<file path="src/rtl/sar_pkg.sv">
`timescale 1ns/1ps
package sar_pkg;
   typedef enum logic [0:0] {ENG_IDLE = 1'b0, ENG_CONV = 1'b1} eng_state_e;

   localparam int CTRL_CH_LSB    = 5;
   localparam int CTRL_IE_BIT    = 4;
   localparam int CTRL_EOC_BIT   = 3;
   localparam int CTRL_START_BIT = 0;
   localparam int BYTE_W         = 8;
endpackage

</file>
<file path="src/rtl/sar_ctrl_reg.sv">
`timescale 1ns/1ps
module sar_ctrl_reg
   import sar_pkg::*;
#(
   parameter int              ADDR_W    = 8,
   parameter int              CH_W      = 3,
   parameter logic [ADDR_W-1:0] CTRL_ADDR = 8'hFA
) (
   input  logic              clk,
   input  logic              rst_n,
   input  logic [ADDR_W-1:0] bus_addr,
   input  logic              bus_we,
   input  logic [BYTE_W-1:0] bus_wdata,
   input  logic              start_ack,
   input  logic              conv_done,
   output logic [CH_W-1:0]   ch_sel,
   output logic              int_en,
   output logic              eoc,
   output logic              start_req,
   output logic [BYTE_W-1:0] ctrl_rdata
);
   if (CH_W < 1 || CH_W > BYTE_W - CTRL_CH_LSB) begin : g_bad_ch_w
      $error("sar_ctrl_reg: CH_W out of range");
   end

   logic addr_hit;
   logic wr_ctrl;
   logic wr_start;

   assign addr_hit = (bus_addr == CTRL_ADDR);
   assign wr_ctrl  = bus_we && addr_hit;
   assign wr_start = wr_ctrl && bus_wdata[CTRL_START_BIT];

   always_ff @(posedge clk or negedge rst_n) begin
      if (!rst_n) begin
         ch_sel <= '0;
         int_en <= 1'b0;
      end else if (wr_ctrl) begin
         ch_sel <= bus_wdata[CTRL_CH_LSB +: CH_W];
         int_en <= bus_wdata[CTRL_IE_BIT];
      end
   end

   always_ff @(posedge clk or negedge rst_n) begin
      if (!rst_n) begin
         start_req <= 1'b0;
      end else if (wr_start) begin
         start_req <= 1'b1;
      end else if (start_ack) begin
         start_req <= 1'b0;
      end
   end

   always_ff @(posedge clk or negedge rst_n) begin
      if (!rst_n) begin
         eoc <= 1'b0;
      end else if (wr_start || start_ack) begin
         eoc <= 1'b0;
      end else if (conv_done) begin
         eoc <= 1'b1;
      end
   end

   always_comb begin
      ctrl_rdata = '0;
      if (addr_hit) begin
         ctrl_rdata[CTRL_CH_LSB +: CH_W] = ch_sel;
         ctrl_rdata[CTRL_IE_BIT]         = int_en;
         ctrl_rdata[CTRL_EOC_BIT]        = eoc;
         ctrl_rdata[CTRL_START_BIT]      = start_req;
      end
   end
endmodule

</file>
<file path="src/rtl/sar_engine.sv">
`timescale 1ns/1ps
module sar_engine
   import sar_pkg::*;
#(
   parameter int RES_W  = 10,
   parameter int SETTLE = 0
) (
   input  logic             clk,
   input  logic             rst_n,
   input  logic             start_req,
   input  logic             cmp_bit,
   output logic             start_ack,
   output logic             busy,
   output logic             done,
   output logic [RES_W-1:0] trial,
   output logic [RES_W-1:0] result
);
   localparam int IDX_W = $clog2(RES_W);
   localparam int SET_W = (SETTLE > 0) ? $clog2(SETTLE + 1) : 1;
   localparam logic [RES_W-1:0] SEED    = RES_W'(1) << (RES_W - 1);
   localparam logic [IDX_W-1:0] TOP_IDX = IDX_W'(RES_W - 1);

   if (RES_W < 2) begin : g_bad_res_w
      $error("sar_engine: RES_W must be at least 2");
   end
   if (SETTLE < 0) begin : g_bad_settle
      $error("sar_engine: SETTLE must not be negative");
   end

   eng_state_e       state;
   logic [IDX_W-1:0] idx;
   logic [RES_W-1:0] sar;
   logic [RES_W-1:0] next_code;
   logic             settled;
   logic             step_fire;
   logic             reload;

   assign busy      = (state == ENG_CONV);
   assign start_ack = (state == ENG_IDLE) && start_req;
   assign step_fire = busy && settled;
   assign done      = step_fire && (idx == '0);
   assign reload    = start_ack || (step_fire && (idx != '0));
   assign trial     = sar;
   assign result    = next_code;

   if (SETTLE == 0) begin : g_no_settle
      assign settled = 1'b1;
   end else begin : g_settle
      logic [SET_W-1:0] wait_cnt;
      always_ff @(posedge clk or negedge rst_n) begin
         if (!rst_n) begin
            wait_cnt <= '0;
         end else if (reload) begin
            wait_cnt <= SET_W'(SETTLE);
         end else if (busy && wait_cnt != '0) begin
            wait_cnt <= wait_cnt - 1'b1;
         end
      end
      assign settled = (wait_cnt == '0);
   end

   always_comb begin
      next_code = sar;
      if (!cmp_bit) begin
         next_code[idx] = 1'b0;
      end
      if (idx != '0) begin
         next_code[idx - 1'b1] = 1'b1;
      end
   end

   always_ff @(posedge clk or negedge rst_n) begin
      if (!rst_n) begin
         state <= ENG_IDLE;
         idx   <= '0;
         sar   <= '0;
      end else begin
         case (state)
            ENG_IDLE: begin
               if (start_ack) begin
                  state <= ENG_CONV;
                  idx   <= TOP_IDX;
                  sar   <= SEED;
               end
            end
            ENG_CONV: begin
               if (step_fire) begin
                  sar <= next_code;
                  if (idx == '0) begin
                     state <= ENG_IDLE;
                  end else begin
                     idx <= idx - 1'b1;
                  end
               end
            end
            default: state <= ENG_IDLE;
         endcase
      end
   end
endmodule

</file>
<file path="src/rtl/sar_result_reg.sv">
`timescale 1ns/1ps
module sar_result_reg
   import sar_pkg::*;
#(
   parameter int              RES_W   = 10,
   parameter int              ADDR_W  = 8,
   parameter logic [ADDR_W-1:0] HI_ADDR = 8'hFB,
   parameter logic [ADDR_W-1:0] LO_ADDR = 8'hFC
) (
   input  logic              clk,
   input  logic              rst_n,
   input  logic              capture,
   input  logic [RES_W-1:0]  code_in,
   input  logic [ADDR_W-1:0] bus_addr,
   output logic [BYTE_W-1:0] data_rdata
);
   localparam int LO_W = RES_W - BYTE_W;

   if (RES_W <= BYTE_W || RES_W > 2 * BYTE_W) begin : g_bad_res_w
      $error("sar_result_reg: RES_W must lie in 9..16");
   end

   logic [RES_W-1:0] held;

   always_ff @(posedge clk or negedge rst_n) begin
      if (!rst_n) begin
         held <= '0;
      end else if (capture) begin
         held <= code_in;
      end
   end

   always_comb begin
      data_rdata = '0;
      if (bus_addr == HI_ADDR) begin
         data_rdata = held[RES_W-1 -: BYTE_W];
      end else if (bus_addr == LO_ADDR) begin
         data_rdata[LO_W-1:0] = held[LO_W-1:0];
      end
   end
endmodule

</file>
<file path="src/rtl/sar_adc_ctrl.sv">
`timescale 1ns/1ps
module sar_adc_ctrl
   import sar_pkg::*;
#(
   parameter int              RES_W     = 10,
   parameter int              CH_W      = 3,
   parameter int              ADDR_W    = 8,
   parameter int              CMP_SYNC  = 0,
   parameter logic [ADDR_W-1:0] CTRL_ADDR = 8'hFA,
   parameter logic [ADDR_W-1:0] HI_ADDR   = 8'hFB,
   parameter logic [ADDR_W-1:0] LO_ADDR   = 8'hFC
) (
   input  logic              clk,
   input  logic              rst_n,
   input  logic [ADDR_W-1:0] bus_addr,
   input  logic              bus_we,
   input  logic [7:0]        bus_wdata,
   output logic [7:0]        bus_rdata,
   input  logic              cmp_in,
   output logic [RES_W-1:0]  dac_code,
   output logic [CH_W-1:0]   mux_sel,
   output logic              irq
);
   if (CMP_SYNC < 0 || CMP_SYNC > 4) begin : g_bad_sync
      $error("sar_adc_ctrl: CMP_SYNC must lie in 0..4");
   end
   if (CTRL_ADDR == HI_ADDR || CTRL_ADDR == LO_ADDR || HI_ADDR == LO_ADDR) begin : g_bad_map
      $error("sar_adc_ctrl: register addresses must differ");
   end

   logic             cmp_bit;
   logic             eng_ack;
   logic             eng_busy;
   logic             eng_done;
   logic [RES_W-1:0] eng_result;
   logic             start_req;
   logic             int_en;
   logic             eoc_flag;
   logic [7:0]       ctrl_rd;
   logic [7:0]       data_rd;

   if (CMP_SYNC == 0) begin : g_cmp_direct
      assign cmp_bit = cmp_in;
   end else begin : g_cmp_sync
      logic [CMP_SYNC-1:0] sync_q;
      always_ff @(posedge clk or negedge rst_n) begin
         if (!rst_n) begin
            sync_q <= '0;
         end else begin
            sync_q <= {sync_q[CMP_SYNC-1:0] << 1} | CMP_SYNC'(cmp_in);
         end
      end
      assign cmp_bit = sync_q[CMP_SYNC-1];
   end

   sar_ctrl_reg #(
      .ADDR_W   (ADDR_W),
      .CH_W     (CH_W),
      .CTRL_ADDR(CTRL_ADDR)
   ) u_ctrl (
      .clk       (clk),
      .rst_n     (rst_n),
      .bus_addr  (bus_addr),
      .bus_we    (bus_we),
      .bus_wdata (bus_wdata),
      .start_ack (eng_ack),
      .conv_done (eng_done),
      .ch_sel    (mux_sel),
      .int_en    (int_en),
      .eoc       (eoc_flag),
      .start_req (start_req),
      .ctrl_rdata(ctrl_rd)
   );

   sar_engine #(
      .RES_W (RES_W),
      .SETTLE(CMP_SYNC)
   ) u_engine (
      .clk      (clk),
      .rst_n    (rst_n),
      .start_req(start_req),
      .cmp_bit  (cmp_bit),
      .start_ack(eng_ack),
      .busy     (eng_busy),
      .done     (eng_done),
      .trial    (dac_code),
      .result   (eng_result)
   );

   sar_result_reg #(
      .RES_W  (RES_W),
      .ADDR_W (ADDR_W),
      .HI_ADDR(HI_ADDR),
      .LO_ADDR(LO_ADDR)
   ) u_result (
      .clk       (clk),
      .rst_n     (rst_n),
      .capture   (eng_done),
      .code_in   (eng_result),
      .bus_addr  (bus_addr),
      .data_rdata(data_rd)
   );

   always_ff @(posedge clk or negedge rst_n) begin
      if (!rst_n) begin
         irq <= 1'b0;
      end else begin
         irq <= eng_done && int_en;
      end
   end

   assign bus_rdata = ctrl_rd | data_rd;
endmodule

</file>
<file path="config.mk">
export PLATFORM = sky130hd
export DESIGN_NAME = sar_adc_ctrl
export DESIGN_NICKNAME = d
export VERILOG_FILES = /design/src/rtl/sar_pkg.sv /design/src/rtl/sar_ctrl_reg.sv /design/src/rtl/sar_engine.sv /design/src/rtl/sar_result_reg.sv /design/src/rtl/sar_adc_ctrl.sv
export SDC_FILE = /design/constraint.sdc
export NUM_CORES = 1
export LEC_CHECK = 0
export ABC_AREA = 1
export BUFFER_PORTS_ARGS = -buffer_cell sky130_fd_sc_hd__buf_2
export CAP_MARGIN = 10
export CELL_PAD_IN_SITES_DETAIL_PLACEMENT = 0
export CELL_PAD_IN_SITES_GLOBAL_PLACEMENT = 1
export CORE_MARGIN = 4
export CORE_UTILIZATION = 40
export CTS_CLUSTER_DIAMETER = 60
export DETAILED_ROUTE_END_ITERATION = 7
export PLACE_DENSITY = 0.79
export SLEW_MARGIN = 20
export SYNTH_ARGS = -nofsm -noshare
export SYNTH_HDL_FRONTEND = slang
export SYNTH_SLANG_ARGS = --single-unit
</file>
<file path="constraint.sdc">
create_clock -name clk -period 3.14 [get_ports clk]
set_clock_uncertainty 0.2 [all_clocks]
set_input_delay 0 -clock clk [delete_from_list [all_inputs] [get_ports clk]]
set_output_delay 0 -clock clk [all_outputs]
set_load 0.005 [all_outputs]
</file>
Word-level counts from Yosys, hierarchy flattened
Index checks and enable logic that the tools add are counted.
{"block": "word_totals", "elab_cells": 60, "out_inout_bits": 22, "regBits": 32}
{"block": "classes", "bitwise": 5, "n_eq_ne": 5, "n_mux": 23, "add_sub_neg": 1, "order_cmp": 4, "n_reduce_logical": 13}
{"cell": "$mux 10", "n": 3}
{"cell": "$eq 8x8->1 const B", "n": 3}
{"cell": "$pmux 10 s2", "n": 1}
{"cell": "$and 10x10->10", "n": 1}
{"cell": "$lt 4x5->1 const B", "n": 2}
{"cell": "$not 10->10", "n": 1}
{"cell": "$or 10x10->10", "n": 1}
{"cell": "$mux 1", "n": 9}
{"cell": "$demux 1 s4", "n": 2}
{"cell": "$ge 4x1->1 const B", "n": 2}
{"cell": "$mux 4", "n": 2}
{"cell": "$or 8x8->8", "n": 1}
{"cell": "$pmux 4 s2", "n": 1}
{"cell": "$logic_and 1x1->1", "n": 7}
{"cell": "$mux 6", "n": 1}
{"cell": "$mux 5", "n": 1}
{"cell": "$logic_not 4->1", "n": 1}
{"cell": "$mux 2", "n": 2}
{"cell": "$ne 2x2->1 const B", "n": 2}
{"cell": "$reduce_bool 2->1", "n": 2}
{"cell": "$reduce_bool 4->1", "n": 1}
{"cell": "$sub 4x1->4 const B", "n": 1}
{"cell": "$pmux 1 s2", "n": 1}
{"cell": "$reduce_and 2->1", "n": 1}
{"cell": "other kinds (2)", "n": 2}

Longest topological paths before layout
Gate-level depths: netlist (run 1).
{"block": "depth", "ltp_word": 10, "depth_mapped": 10}

By module
Synthesis (run 1) repeated with hierarchy kept, for this count alone.
{"block": "unflattened", "hier_cells": 271, "hier_area_um2": 2045.7}
{"module": "sar_engine", "area_per_inst_um2": 965.9, "seq_area_each_um2": 375.4, "cells_per_inst": 128, "n_inst": 1}
{"module": "sar_result_reg", "area_per_inst_um2": 558.0, "seq_area_each_um2": 250.2, "cells_per_inst": 59, "n_inst": 1}
{"module": "sar_ctrl_reg", "area_per_inst_um2": 399.1, "seq_area_each_um2": 150.1, "cells_per_inst": 57, "n_inst": 1}
{"module": "sar_adc_ctrl", "area_per_inst_um2": 122.6, "seq_area_each_um2": 25.0, "cells_per_inst": 27, "n_inst": 1}

Worst setup path before layout (run 1)
Ideal clock, no wire load.
{"block": "synth_timing", "path_type": "reg2reg", "start": "register u_engine.idx[0]", "end": "register u_engine.sar[4] (netlist: u_engine.trial[4])", "slack_ns": 1.463, "setup_ns": 0.116, "synth_period_minus_slack_ns": 1.677, "path_stages_with_launch": 11, "arrival_ns": 1.361, "path_cell_list": "dfrtp_1 inv_1 ha_1 inv_1 nand2_1 nand2_2 inv_1 nand3_1 nand2_1 nand2_1 nand2_1"}
{"block": "synth_via", "elab_chain_cells": 10, "word_cells_on_any_way": 18}
{"item": "start, declared", "line_no": "sar_engine.sv:31", "text": "logic [IDX_W-1:0] idx;"}
{"item": "start signal, assigned", "line_no": "sar_engine.sv:92", "text": "idx <= idx - 1'b1;"}
{"item": "parallel branches: the longest is 8 deep, another holds $lt 4x5->1"}
{"item": "$mux 10 (*)", "line_no": "sar_engine.sv:67", "text": "if (idx != '0) begin"}
{"item": "$pmux 10 s2 (*)", "line_no": "sar_engine.sv:78", "text": "case (state)"}
{"item": "end signal, assigned", "line_no": "sar_engine.sv:88", "text": "sar <= next_code;"}
{"item": "end, declared", "line_no": "sar_engine.sv:32", "text": "logic [RES_W-1:0] sar;"}
Every way passes the cells marked *.
A chain may end at the register's enable or synchronous reset.

Worst setup path in the final report (run 1)
{"block": "layout_timing", "start": "register u_engine.idx[0]", "end": "register u_engine.idx[0]"}
{"block": "layout_via", "elab_chain_cells": 3, "word_cells_on_any_way": 6}
{"item": "$sub 4x1->4 or $logic_not 4->1 (tied branches)", "line_no": "sar_engine.sv:92, sar_engine.sv:89"}
{"item": "$mux 4 or $ne 2x2->1 (tied branches)"}
{"item": "$pmux 4 s2 or $reduce_and 2->1 (tied branches)"}
Parallel ways exist; a longest one is shown, timed or not. The select of a mux whose other input is x is not followed.

==> out/metrics.csv, run 1 <==
stage;metric;value;unit
status;status;complete, no violations;
critical_path;Startpoint Class;register;
logic_synthesis;Mapped Cells;231;
clock_network;CTS resizes;0;
logic_synthesis;post-synthesis register bit count;32;
timing;Final setup viols;0;
grt;vias in the first global route;1611;
grt;pin count of the biggest net entering global routing;33;
grt;initial antenna violation count;0;
logic_synthesis;asr flop ratio synth;100;%
clock_network;Num CTS Buffers;5;
placement;DP Wirelength;3210;um
power;switching portion of total power;40.3;%
floorplanning;die height;74.6;um
logic_synthesis;proportion of netlist area held by the largest area contributor;45.2;%
power;clock power share;21.8;%
critical_path;crit end category;register;
critical_path;worst path required time;3090;ps
critical_path;critical path startpoint;u_engine.idx[0];
timing;RSZ-0062 raised after global routing;no;
floorplanning;Die ar.;5560;um2
grt;remaining global-route overflow;0;
drt;TritonRoute pass-1 iters;4;
drt;antenna-violating nets left;0;
logic_synthesis;simple-gate share of the synthesized area;33.0;%
flow_run;MaxCap Viol Count;0;
floorplanning;I/O Pins;42;
power;power density cells;793;nW/um2
placement;Placer Congestion;0.854;
clock_network;TritonCTS Sinks;32;
clock_network;# H-tree levels;2;
power;Lkg Pwr;1.21;nW
power;part of the power in registers;38.3;%
floorplanning;Initial Util;42.8;%
floorplanning;row count;23;
timing;Rel. slew slack;52.9;%
timing;post-route clock period utilization;62.5;%
layout;Fill cells;437;
hold_path;class of the worst hold path;primary input to register;
floorplanning;Die Wd;74.6;um
logic_synthesis;Seq/Total Area, Yosys;45.2;%
critical_path;flop-to-flop setup slack;1180;ps
logic_synthesis;YS warnings;0;
placement;IO Port Bufs;38;
logic_synthesis;largest cells by area after synthesis;dfrtp_1 45%, nand2_1 19%, inv_1 6.4%;
logic_synthesis;syn_nets;257;
hold_path;Worst Hold Path Cells;7;
clock_network;CTS tree;built;
power;Sw Pwr;721;uW
logic_synthesis;leading area contributor after synthesis;dfrtp_1;
logic_synthesis;Compound-Gate Fraction of Synth Area;8.62;%
layout;Final nets;314;
critical_path;Worst R2R Start;u_engine.idx[0];
layout;fin area;2260;um2
floorplanning;Core Area;4140;um2
layout;Layout Area Growth over Synthesis;27.4;%
logic_synthesis;Yosys cell types;23;
logic_synthesis;main combinational cell family by area after synthesis;simple AND/OR/NAND/NOR gates;
grt;All-Layer GR Usage;17.8;%
critical_path;Reg-to-Reg End;u_engine.idx[0];
placement;Post-Place Cell Area;2000;um2
critical_path;Reg2Reg Depth;9;
drt;final wirelength;4390;um
logic_synthesis;mux contribution to synthesized area;0;%
critical_path;Crit path arrival time;1920;ps
timing;Worst Max-Slew Pin Slew;707;ps
clock_network;CTS Buffer Depth;2;
hold_path;critical hold path startpoint;cmp_in;
hold_path;Hold EP;u_result.held[3];
drt;DRC;0;
logic_synthesis;prevailing post-synth register cell;dfrtp_1;
clock_network;Clock transition at path regs;70;ps
power;peak supply drop;0.338;mV
clock_network;worst skew pair latency;290;ps
layout;antenna fix cells;0;
critical_path;CP Max Fanout;13;
logic_synthesis;Adder-Cell Fraction of Synth Area;4.24;%
timing;Period minus WS final;1960;ps
drt;DR vias;1636;
timing;sum of negative setup slack;0;ps
logic_synthesis;Post-Syn Area per Cell;7.67;um2
critical_path;kind of critical path;register to register;
drt;detailed router's first-iteration violation count;86;
timing;Hold Slack;41.0;ps
grt;first-pass GRT wire length;7470;um
logic_synthesis;area share of xor/xnor cells in the synthesized design;0;%
timing;Hold Fails Final Rpt;0;
drt;routed len/inst;12.9;um
power;Cell Int Power;1.07;mW
logic_synthesis;Post-synth EDFFs;0;
clock_network;root buffer cell;clkbuf_8;
power;Logic pwr share;39.9;%
drt;number of vias per cell;4.83;
layout;share of cells above drive strength 1;20.8;%
logic_synthesis;Syn Std Cell Area;1770;um2
timing;final-report max-slew violation count;0;
timing;Peak Freq;510;MHz
## cells in the mapped netlist (2+ instances only)
| master | number |
|---|---|
| nand2_1 | 90 |
| dfrtp_1 | 32 |
| inv_1 | 30 |
| o21ai_0 | 17 |
| nand3_1 | 13 |
| nor2_1 | 9 |
| o22ai_1 | 7 |
| ha_1 | 6 |
| nand4_1 | 4 |
| nand2_4 | 3 |
| nor2_4 | 3 |
| buf_2 | 2 |
| buf_6 | 2 |
| inv_2 | 2 |
| nor2_2 | 2 |
| nor3_1 | 2 |
## per-layer routing
metal  share of wire, %  wire length (um)  GRT usage [%]  vias to the layer above
met4                1.2                52           5.73                        0
li1                   -                 -              -                      841
met2                 47              2040           26.9                       31
met1                 48              2110           25.3                      758
met5                  0                 0              0                        -
met3                4.1               178           4.05                        6
## worst max-delay path: stages, from the launching register on
cell	delay [ps]
dfrtp_1	430
inv_1	200
ha_1	220
inv_1	110
nor2_8	180
nand2_4	140
inv_4	170
nor2_4	60
nand2_1	60
o21ai_0	70
## cells by family after synthesis
kind of cell	after synthesis
simple gates	129
buf+inv	37
flops	32
compound gates	27
fa+ha+maj	6
## cells in the final DEF, fill, tap and decap left out, drive strengths merged, types with 2 or more instances in the layout
master,netlist,layout
ha,6,6
clkbuf,0,6
buf,4,39
nand4,4,4
nand2,94,94
nor2,15,15
nor3,2,2
dfrtp,32,32
nand3,13,13
o22ai,7,7
inv,33,33
o21ai,17,17
dlygate4sd3,0,15
## metrics by stage
stage          std cells  power, mW  worst slack (ps)  util (%)
2_1_floorplan        231       1.17              1460         -
3_3_place_gp         316       1.39              1230      48.2
3_5_place_dp         316       1.40              1190      48.2
4_1_cts              339       1.81              1180      54.5
5_1_grt              339       1.96              1040      54.5
6_report             339       1.79              1180      54.5
## power by group through the flow
stage,Combinational (mW),Clock [mW],Sequential (mW)
global route,0.824,0.419,0.716
detailed placement,0.707,0,0.690
global placement,0.699,0,0.687
floorplan,0.500,0,0.668
CTS,0.722,0.403,0.686
finish,0.715,0.391,0.685
## what timing repair did
action | in CTS | in global routing
hold endpoints to repair | 38 | 0
hold buffers | 15 | 0
setup buffers | 0 | 0
## registers in the layout, indices dropped and copies added (netlist names)
signal and cells:
u_engine.busy 1, irq 1, u_ctrl.ch_sel 3, u_ctrl.eoc 1, u_engine.idx 4, u_result.held 10
u_engine.trial 10, u_ctrl.start_req 1, u_ctrl.int_en 1
## how the worst max path moves through the flow
stage                   endpoint  cells past startpoint
2_1_floorplan  u_engine.trial[4]                     10
5_1_grt          u_engine.idx[3]                      9
6_report         u_engine.idx[0]                      9
3_5_place_dp     u_engine.idx[0]                      9
3_3_place_gp     u_engine.idx[0]                      9
4_1_cts          u_engine.idx[0]                      9
## area by class of cell
cell class | instances | area, um2 | area share [%]
multi-input combinational | 162 | 812 | 36.0
timing repair buffer | 54 | 348 | 15.4
sequential | 32 | 801 | 35.5
inverter | 33 | 126 | 5.60
tap | 50 | 62.6 | 2.77
clock inverter | 2 | 35.0 | 1.55
clock buffer | 6 | 72.6 | 3.22
Power figures use the tool's default switching activity.
==> run 2, diff against run 1 <==
Settings changed: ABC_AREA 1 to 0, PLACE_DENSITY 0.79 to 0.76.
Clock period 3.14 ns to 1.9 ns, I/O delays scaled along.
==> out/metrics.csv, run 2 <==
stage;metric;value;unit;change
timing;Rel. slew slack;53.1;%;+0.21 points
drt;routed len/inst;15.0;um;+16%
layout;Fill cells;374;;-14%
critical_path;crit end category;register;;
grt;All-Layer GR Usage;16.9;%;-0.92 points
flow_run;MaxCap Viol Count;0;;unchanged
logic_synthesis;Post-Syn Area per Cell;9.91;um2;+29%
timing;final-report max-slew violation count;0;;unchanged
clock_network;CTS tree;built;;
layout;antenna fix cells;0;;unchanged
layout;Final nets;253;;-19%
logic_synthesis;post-synthesis register bit count;32;;unchanged
logic_synthesis;Syn Std Cell Area;1700;um2;-4.3%
critical_path;worst path required time;1860;ps;-1230 ps
logic_synthesis;top-count cell post-synth;dfrtp_1;;
floorplanning;Initial Util;41.8;%;-0.97 points
placement;Placer Congestion;0.931;;+9.1%
drt;DRC;0;;unchanged
drt;final wirelength;4170;um;-5.1%
logic_synthesis;top post-synthesis cells by count;32 x dfrtp_1, 21 x o21ai_0, 20 x nand2_1, 14 x nor2_1;;
drt;number of vias per cell;5.41;;+12%
placement;IO Port Bufs;38;;unchanged
logic_synthesis;prevailing post-synth register cell;dfrtp_1;;
floorplanning;die height;73.1;um;-1.9%
logic_synthesis;Yosys cell types;38;;+65%
logic_synthesis;asr flop ratio synth;100;%;unchanged
critical_path;flop-to-flop setup slack;110;ps;-1070 ps
floorplanning;Die ar.;5340;um2;-3.8%
clock_network;# H-tree levels;2;;unchanged
timing;post-route clock period utilization;94.1;%;+32 points
clock_network;post-CTS setup repair buffer count;0;;unchanged
timing;RSZ-0062 raised after global routing;no;;
layout;Layout Area Growth over Synthesis;29.0;%;
logic_synthesis;Seq/Total Area, Yosys;47.2;%;+2.0 points
grt;remaining global-route overflow;0;;unchanged
floorplanning;I/O Pins;42;;unchanged
layout;final core utilization;53.9;%;-0.57 points
clock_network;Num CTS Buffers;5;;unchanged
clock_network;TritonCTS Sinks;32;;unchanged
timing;Period minus WS final;1790;ps;-174 ps
placement;Setup WS pre-CTS;9.90;ps;-1180 ps
layout;most frequent cells in the layout;38 x buf_2, 32 x dfrtp_1, 21 x o21ai_0;;
power;peak supply drop;0.494;mV;+46%
timing;sum of negative setup slack;0;ps;unchanged
drt;detailed router's first-iteration violation count;65;;-24%
layout;fin area;2190;um2;-3.1%
clock_network;worst skew pair latency;280;ps;about the same
status;status;complete, no violations;;
logic_synthesis;syn_nets;197;;-23%
power;Lkg Pwr;1.01;nW;-17%
floorplanning;Die Wd;73.1;um;-1.9%
logic_synthesis;largest cells by area after synthesis;dfrtp_1 47%, o21ai_0 6.2%, mux2_2 5.3%;;
timing;Peak Freq;559;MHz;+9.8%
grt;initial antenna violation count;0;;unchanged
grt;vias in the first global route;1487;;-7.7%
timing;PnR worst setup slack;113;ps;-1070 ps
drt;TritonRoute pass-1 iters;4;;unchanged
logic_synthesis;leading area contributor after synthesis;dfrtp_1;;
critical_path;CP Max Fanout;5;;-8
drt;DR vias;1504;;-8.1%
layout;commonest non-fill, non-tap cell in the layout;buf_2;;
floorplanning;row count;23;;unchanged
logic_synthesis;proportion of netlist area held by the largest area contributor;47.2;%;+2.0 points
grt;first-pass GRT wire length;6910;um;-7.6%
critical_path;kind of critical path;register to register;;
power;overall power;2.51;mW;+40%
layout;share of cells above drive strength 1;31.6;%;+11 points
timing;Final setup viols;0;;unchanged
logic_synthesis;Mapped Cells;171;;-26%
clock_network;root buffer cell;clkbuf_8;;
hold_path;class of the worst hold path;primary input to register;;
logic_synthesis;YS warnings;0;;unchanged
clock_network;Clock transition at path regs;60;ps;about the same
clock_network;CTS Buffer Depth;2;;unchanged
floorplanning;Core Area;4060;um2;-2.1%
power;power density cells;1150;nW/um2;+45%
critical_path;Startpoint Class;register;;
critical_path;Crit path arrival time;1750;ps;-170 ps
logic_synthesis;Post-synth EDFFs;0;;unchanged
placement;DP Wirelength;3180;um;-0.75%
placement;Post-Place Cell Area;1990;um2;-0.25%
drt;antenna-violating nets left;0;;unchanged
grt;pin count of the biggest net entering global routing;33;;unchanged
timing;Worst Max-Slew Pin Slew;704;ps;-3.17 ps
timing;Hold Fails Final Rpt;0;;unchanged
run 2: cell count changes after synthesis, sizes merged, moves of 4 or more:
cell / previous run / this run
clkbuf: 0 / 5
o21ai: 17 / 21
mux2: 0 / 8
nand2: 94 / 20
mux2i: 0 / 6
nand3: 13 / 5
nand2b: 0 / 5
inv: 33 / 8
a31oi: 0 / 5
o22ai: 7 / 1
run 2: cell families after synthesis:
group           Yosys count  synth area share [%]
simple gates             58                  18.2
mux                      14                  9.59
buf+inv                  15                  3.47
compound gates           46                  17.1
flops                    32                  47.2
fa+ha+maj                 6                  4.43
run 2: area by class of cell:
type	instances	area (um2)	area share, %
multi-input cells	124	841	38.4
clock inverters	2	35.0	1.60
well taps	50	62.6	2.86
inverters	8	30.0	1.37
flip-flops and latches	32	801	36.6
repair buffers	56	345	15.8
clock buffers	6	72.6	3.32
run 2: path summary, 6_finish.rpt:
path | to | depth (start not counted) | startpoint
max | u_engine.trial[2] | 6 | u_engine.idx[0]
min | u_ctrl.int_en | 4 | bus_addr[7]
max reg2reg | u_engine.trial[2] | 6 | u_engine.idx[0]
min reg2reg | u_result.held[0] | 2 | u_result.held[0]
max in group asynchronous | u_result.held[3] | 2 | rst_n
min in group asynchronous | u_result.held[4] | 2 | rst_n
run 2: power breakdown:
group	internal, mW	switching, mW	total, mW
clock	0.389	0.238	0.627
sequential	0.856	0.135	0.991
combinational	0.416	0.475	0.891
run 2: per-layer routing:
metal	share of wire [%]	vias to the layer above	global-route usage (%)
met1	42	733	20.4
met3	6.4	6	4.41
met2	50	44	28.5
met4	1.3	0	6.56
met5	0	-	0
li1	-	721	-
run 2: worst max-delay path: stages, from the launching register on:
cell	delay (ps)
dfrtp_1	440
inv_2	110
ha_2	230
nand2b_1	90
or3_1	340
a31oi_1	180
o31ai_1	90
run 2: repair_timing:
action,CTS,global route
cloned,0,0
setup endpoints to repair,2,16
pin swaps,1,0
endpoints found under the hold margin,40,0
gates resized for setup,0,3
hold buffers,8,0
run 2: stage by stage:
step / hold slack [ps] / instances
2_1_floorplan: -496 / 171
3_3_place_gp: -114 / 262
3_5_place_dp: -95.0 / 262
4_1_cts: 6.51 / 278
5_1_grt: 16.0 / 278
6_report: 17.1 / 278
